$ cat src/rtl/t1tg_pkg.sv
package t1tg_pkg;

    // Static configuration of the timing generator.
    typedef struct packed {
        logic esf;
        logic mf_sync;
        logic dbl_wide;
        logic sync_in_mode;
        logic zbtsi;
    } tmode_t;

    // Direction of the sync pin.
    typedef enum logic {
        SYNC_ACCEPT = 1'b0,
        SYNC_DRIVE  = 1'b1
    } sync_dir_e;

    // A signaling frame is the middle or last frame of each group.
    function automatic logic is_sig_frame(input int unsigned frame,
                                          input int unsigned grp);
        int unsigned r;
        r = frame % grp;
        return (r == grp / 2 - 1) || (r == grp - 1);
    endfunction

endpackage

$ cat src/rtl/t1tg_pos_counter.sv
module t1tg_pos_counter #(
    parameter int FRAME_LEN = 193,
    parameter int MF_SHORT  = 12,
    parameter int MF_LONG   = 24,
    parameter int BIT_W     = 8,
    parameter int FRM_W     = 5
) (
    input  logic             clk,
    input  logic             rst,
    input  logic             esf,
    input  logic             mf_sync,
    input  logic             load,
    output logic [BIT_W-1:0] bitpos,
    output logic [FRM_W-1:0] frame
);
    localparam logic [BIT_W-1:0] LAST_BIT = BIT_W'(FRAME_LEN - 1);

    logic [FRM_W-1:0] last_frame;
    assign last_frame = esf ? FRM_W'(MF_LONG - 1) : FRM_W'(MF_SHORT - 1);

    always_ff @(posedge clk) begin
        if (rst) begin
            bitpos <= '0;
            frame  <= '0;
        end else if (load) begin
            bitpos <= '0;
            if (mf_sync)
                frame <= '0;
        end else if (bitpos == LAST_BIT) begin
            bitpos <= '0;
            frame  <= (frame >= last_frame) ? '0 : frame + FRM_W'(1);
        end else begin
            bitpos <= bitpos + BIT_W'(1);
        end
    end
endmodule

$ cat src/rtl/t1tg_chan_strobe.sv
module t1tg_chan_strobe #(
    parameter int NUM_CH  = 24,
    parameter int CH_BITS = 8,
    parameter int BIT_W   = 8
) (
    input  logic [BIT_W-1:0]  bitpos,
    input  logic [NUM_CH-1:0] mask,
    output logic              chan_clk,
    output logic              chan_blk
);
    logic [NUM_CH-1:0] in_slot;
    logic [NUM_CH-1:0] at_lsb;

    for (genvar c = 0; c < NUM_CH; c++) begin : g_ch
        localparam logic [BIT_W-1:0] LO = BIT_W'(c * CH_BITS + 1);
        localparam logic [BIT_W-1:0] HI = BIT_W'((c + 1) * CH_BITS);
        assign in_slot[c] = (bitpos >= LO) && (bitpos <= HI);
        assign at_lsb[c]  = (bitpos == HI);
    end

    assign chan_clk = |at_lsb;
    assign chan_blk = |(in_slot & mask);
endmodule

$ cat src/rtl/t1tg_sync_link.sv
module t1tg_sync_link
    import t1tg_pkg::*;
#(
    parameter int SIG_GRP = 12,
    parameter int BIT_W   = 8,
    parameter int FRM_W   = 5
) (
    input  tmode_t           mode,
    input  logic [BIT_W-1:0] bitpos,
    input  logic [FRM_W-1:0] frame,
    output logic             sync_out,
    output logic             link_clk,
    output logic             link_strobe
);
    logic       f_start;
    logic       dbl_ok;
    logic       sig;
    logic [1:0] phase;

    assign f_start = (bitpos == '0);
    assign dbl_ok  = mode.dbl_wide && !mode.mf_sync && !mode.sync_in_mode;
    assign sig     = is_sig_frame(32'(frame), SIG_GRP);
    // Link phase: ESF link frames sit on even indices, D4 on odd ones.
    assign phase   = frame[1:0] - {1'b0, !mode.esf};

    always_comb begin
        if (mode.sync_in_mode)
            sync_out = 1'b0;
        else if (mode.mf_sync)
            sync_out = f_start && (frame == '0);
        else
            sync_out = f_start || (dbl_ok && sig && (bitpos == BIT_W'(1)));
    end

    assign link_strobe = f_start && (mode.zbtsi ? (phase == 2'd0) : !phase[0]);
    assign link_clk    = mode.zbtsi ? phase[1] : phase[0];
endmodule

$ cat src/rtl/t1_timing_gen.sv
module t1_timing_gen
    import t1tg_pkg::*;
#(
    parameter int NUM_CH   = 24,
    parameter int CH_BITS  = 8,
    parameter int MF_SHORT = 12,
    parameter int MF_LONG  = 24,
    parameter int SIG_GRP  = 12
) (
    input  logic              clk,
    input  logic              rst,
    input  logic              esf_mode,
    input  logic              mf_sync,
    input  logic              dbl_wide,
    input  logic              sync_in_mode,
    input  logic              zbtsi,
    input  logic [NUM_CH-1:0] chan_mask,
    input  logic              sync_in,
    output logic              sync_out,
    output logic              sync_drive,
    output logic              chan_clk,
    output logic              chan_blk,
    output logic              link_clk,
    output logic              link_strobe
);
    localparam int FRAME_LEN = NUM_CH * CH_BITS + 1;
    localparam int BIT_W     = $clog2(FRAME_LEN);
    localparam int FRM_W     = $clog2(MF_LONG);

    tmode_t           mode;
    sync_dir_e        dir;
    logic             sync_q;
    logic             load;
    logic [BIT_W-1:0] bitpos;
    logic [FRM_W-1:0] frame;

    assign mode = '{esf: esf_mode, mf_sync: mf_sync, dbl_wide: dbl_wide,
                    sync_in_mode: sync_in_mode, zbtsi: zbtsi};
    assign dir        = mode.sync_in_mode ? SYNC_ACCEPT : SYNC_DRIVE;
    assign sync_drive = (dir == SYNC_DRIVE);

    always_ff @(posedge clk) begin
        if (rst) sync_q <= 1'b0;
        else     sync_q <= sync_in;
    end

    assign load = (dir == SYNC_ACCEPT) && sync_in && !sync_q;

    t1tg_pos_counter #(
        .FRAME_LEN(FRAME_LEN), .MF_SHORT(MF_SHORT), .MF_LONG(MF_LONG),
        .BIT_W(BIT_W), .FRM_W(FRM_W)
    ) u_pos (
        .clk(clk), .rst(rst), .esf(mode.esf), .mf_sync(mode.mf_sync),
        .load(load), .bitpos(bitpos), .frame(frame)
    );

    t1tg_chan_strobe #(
        .NUM_CH(NUM_CH), .CH_BITS(CH_BITS), .BIT_W(BIT_W)
    ) u_chan (
        .bitpos(bitpos), .mask(chan_mask),
        .chan_clk(chan_clk), .chan_blk(chan_blk)
    );

    t1tg_sync_link #(
        .SIG_GRP(SIG_GRP), .BIT_W(BIT_W), .FRM_W(FRM_W)
    ) u_sync (
        .mode(mode), .bitpos(bitpos), .frame(frame),
        .sync_out(sync_out), .link_clk(link_clk), .link_strobe(link_strobe)
    );
endmodule

$ cat config.mk
export PLATFORM = sky130hd
export DESIGN_NAME = t1_timing_gen
export DESIGN_NICKNAME = d
export VERILOG_FILES = /design/src/rtl/t1tg_pkg.sv /design/src/rtl/t1tg_pos_counter.sv /design/src/rtl/t1tg_chan_strobe.sv /design/src/rtl/t1tg_sync_link.sv /design/src/rtl/t1_timing_gen.sv
export SDC_FILE = /design/constraint.sdc
export NUM_CORES = 1
export LEC_CHECK = 0
export ABC_AREA = 1
export BUFFER_PORTS_ARGS = -buffer_cell sky130_fd_sc_hd__buf_4
export CELL_PAD_IN_SITES_DETAIL_PLACEMENT = 0
export CELL_PAD_IN_SITES_GLOBAL_PLACEMENT = 1
export CORE_ASPECT_RATIO = 0.6
export CORE_MARGIN = 10
export CORE_UTILIZATION = 36
export DETAILED_ROUTE_END_ITERATION = 10
export PLACE_DENSITY_LB_ADDON = 0.08
export SLEW_MARGIN = 20
export SYNTH_ARGS = -nofsm -noshare
export SYNTH_HDL_FRONTEND = slang
export SYNTH_SLANG_ARGS = --single-unit
$ cat constraint.sdc
create_clock -name clk -period 2.34 [get_ports clk]
set_clock_uncertainty 0.2 [all_clocks]
set_input_delay 0.351 -clock clk [delete_from_list [all_inputs] [get_ports clk]]
set_output_delay 0.351 -clock clk [all_outputs]
set_load 0.01 [all_outputs]
==> flow_summary.toml <==
[status]
status = "finished, violations left"
violations = "negative setup slack"

[synthesis]
ys.warnings.count = 0
syn_area_mm2 = 0.00193
ys_seq_elements = 14
syn_nets = 420
ys_seq_area_frac = 0.145
synth_cell_type_count = 17
syn_area_per_cell_um2 = 5.13
netlist_instances = 377

[floorplan]
coreArea_mm2 = 0.00513
rows = 20
dieArea_mm2 = 0.00880
die_width_um = 115
die_h_um = 76.8
ios = 38
start_util = 0.377

[timing]
maxClockFrequency_ghz = 0.406
layout_setup_ws_ns = -0.125
whs_ns = 0.100
slew_headroom = 0.707
finalCritPeriodShare = 1.05
tightest_slew_ns = 0.436
hold_viol = 0
rsz0062_at_grt = "yes"
fin_crit_ns = 2.47
report.final.slew_viol_count = 0
finalSetupViolCount = 2

[setup_path]
arrival_ns = 1.91
cp_max_fo = 6
path_class = "reg2out"
crit_path_end_kind = "output pin"
start_kind = "flop"
worstPathRequired_ns = 1.79

[drt]
first_pass_iters = 4
wire_per_inst_um = 15.2
drtIter0Drc = 247
vias = 2584
post_drt_via_cell_ratio = 5.08
wl_mm = 7.75
remaining_drc_errors = 0
postRouteAntennaNets = 0

[clocking]
clk_pin_slew_worst_paths_ns = 0.06
clk-insertion-delay-late_ns = 0.25
clk_path_buf_depth = 2
cts_num_sinks = 14
cts_tree = "built"
cts_max_level = 1
cts-root-buf = "clkbuf_8"
cts_buffers = 3

[layout]
nets = 487
final_cell_mix = "140 x nand2_1, 65 x buf_4, 49 x nor2_1"
drive_gt1_frac = 0.269
n_antenna_cell = 0
finalInstanceArea_mm2 = 0.00272
syn2layout_area_growth_pct = 40.4
final_common_cell = "nand2_1"

[global_routing]
grtUsageMet1 = 0.290
use_met3 = 0.0443
grt_max_degree = 15
grt_usage = 0.174
antenna_found_initial = 0
first_global_vias = 2336
grt.met2_usage = 0.202
busiest_layer = "met1"
grt_pass1_wl_mm = 12.4
grt_overflow = 0

[placed_design]
pre_cts_slack_ns = -0.0905
gp_congestion = 0.991
portBuffers = 37
placed_area_mm2 = 0.00250
hpwl_mm = 6.39

[flow_run]
drv_cap = 0

[pwr]
p_per_area_mw_per_mm2 = 270
p_leak_uw = 0.00149
ir_drop_mv = 0.393

[worst_hold_path]
hold_path.class = "in2reg"
[metrics by stage]
stage	instances	total power, µW	TNS (ns)	util
2_1_floorplan	377	340	0	-
3_3_place_gp	503	451	-0.194	0.488
3_5_place_dp	503	449	-0.0905	0.488
4_1_cts	508	726	-0.0806	0.520
5_1_grt	509	772	-0.292	0.529
6_report	509	733	-0.133	0.529
[kinds of logic (layout without fill, tap and decap cells)]
logic type,after synthesis,in the layout,share of synthesized area
buf+inv,52,117,0.105
flops,14,14,0.145
simple gates,273,274,0.595
compound gates,20,20,0.0517
xor+xnor,7,7,0.0317
fa+ha+maj,11,11,0.0712
[power breakdown]
group / total, µW / switching (µW) / leakage (µW) / internal (µW)
Clock: 238 / 88.5 / 0.0000288 / 149
Sequential: 247 / 3.06 / 0.000117 / 244
Combinational: 249 / 130 / 0.00135 / 119
Total: 733 / 221 / 0.00149 / 512
[state kept, by name, indices dropped and copies added (netlist names)]
| register | count |
|---|---|
| u_pos.frame | 5 |
| u_pos.bitpos | 8 |
| sync_q | 1 |
[path summary, 6_finish.rpt]
path,startpoint,slack [ns],endpoint,cells after the start
setup / recovery,u_pos.bitpos[1],-0.13,chan_blk,12
hold / removal,rst,0.10,u_pos.frame[3],2
setup reg to reg,u_pos.frame[4],0.34,u_pos.frame[2],7
hold reg to reg,u_pos.frame[1],0.31,u_pos.frame[1],2
[routing by layer]
metal,vias to the layer above,wire [µm]
li1,1335,-
met1,1131,4150
met2,113,2670
met3,5,874
met4,0,52
met5,-,0
[critical path, stage by stage, from the launching register on]
cell and delay [ns]:
dfxtp_2 0.32, inv_2 0.09, ha_4 0.18, inv_4 0.04
nor2_4 0.15, nand3_4 0.16, nand2_1 0.10, nand2_1 0.05
nand3_1 0.09, nand4_1 0.18, nor2_1 0.13, nand2_1 0.07
buf_6 0.12
[synth_stat cells]
| master | instances | share of area |
|---|---|---|
| dfxtp_1 | 14 | 0.14 |
| clkbuf_1 | 2 | 0.0039 |
| nor2_1 | 55 | 0.11 |
| xor2_1 | 7 | 0.032 |
| nand3_1 | 41 | 0.11 |
| a21oi_1 | 15 | 0.039 |
| ha_1 | 11 | 0.071 |
| nor2_2 | 4 | 0.013 |
| buf_2 | 7 | 0.018 |
| inv_1 | 37 | 0.072 |
| nand4_1 | 12 | 0.039 |
| nor3_1 | 8 | 0.021 |
| o21ai_0 | 5 | 0.013 |
| nand3_2 | 1 | 0.0052 |
| nand3b_1 | 5 | 0.019 |
| nand2_1 | 147 | 0.29 |
| inv_2 | 6 | 0.012 |
[what timing repair did]
item | in CTS | in global routing
resized for setup | 31 | 18
hold endpoints to repair | 0 | 0
buffers inserted | 1 | 0
cloned | 0 | 1
pin swaps | 8 | 4
setup endpoints to repair | 3 | 3
hold buffers | 0 | 0
[area by class of cell]
cell class	instances	area (µm²)
repair buffers	70	553
clock buffers	4	55.1
multi-input cells	312	1570
fillers	570	2410
well taps	66	82.6
inverters	43	166
flip-flops and latches	14	290
No activity file was read; power rests on OpenSTA's default activity.
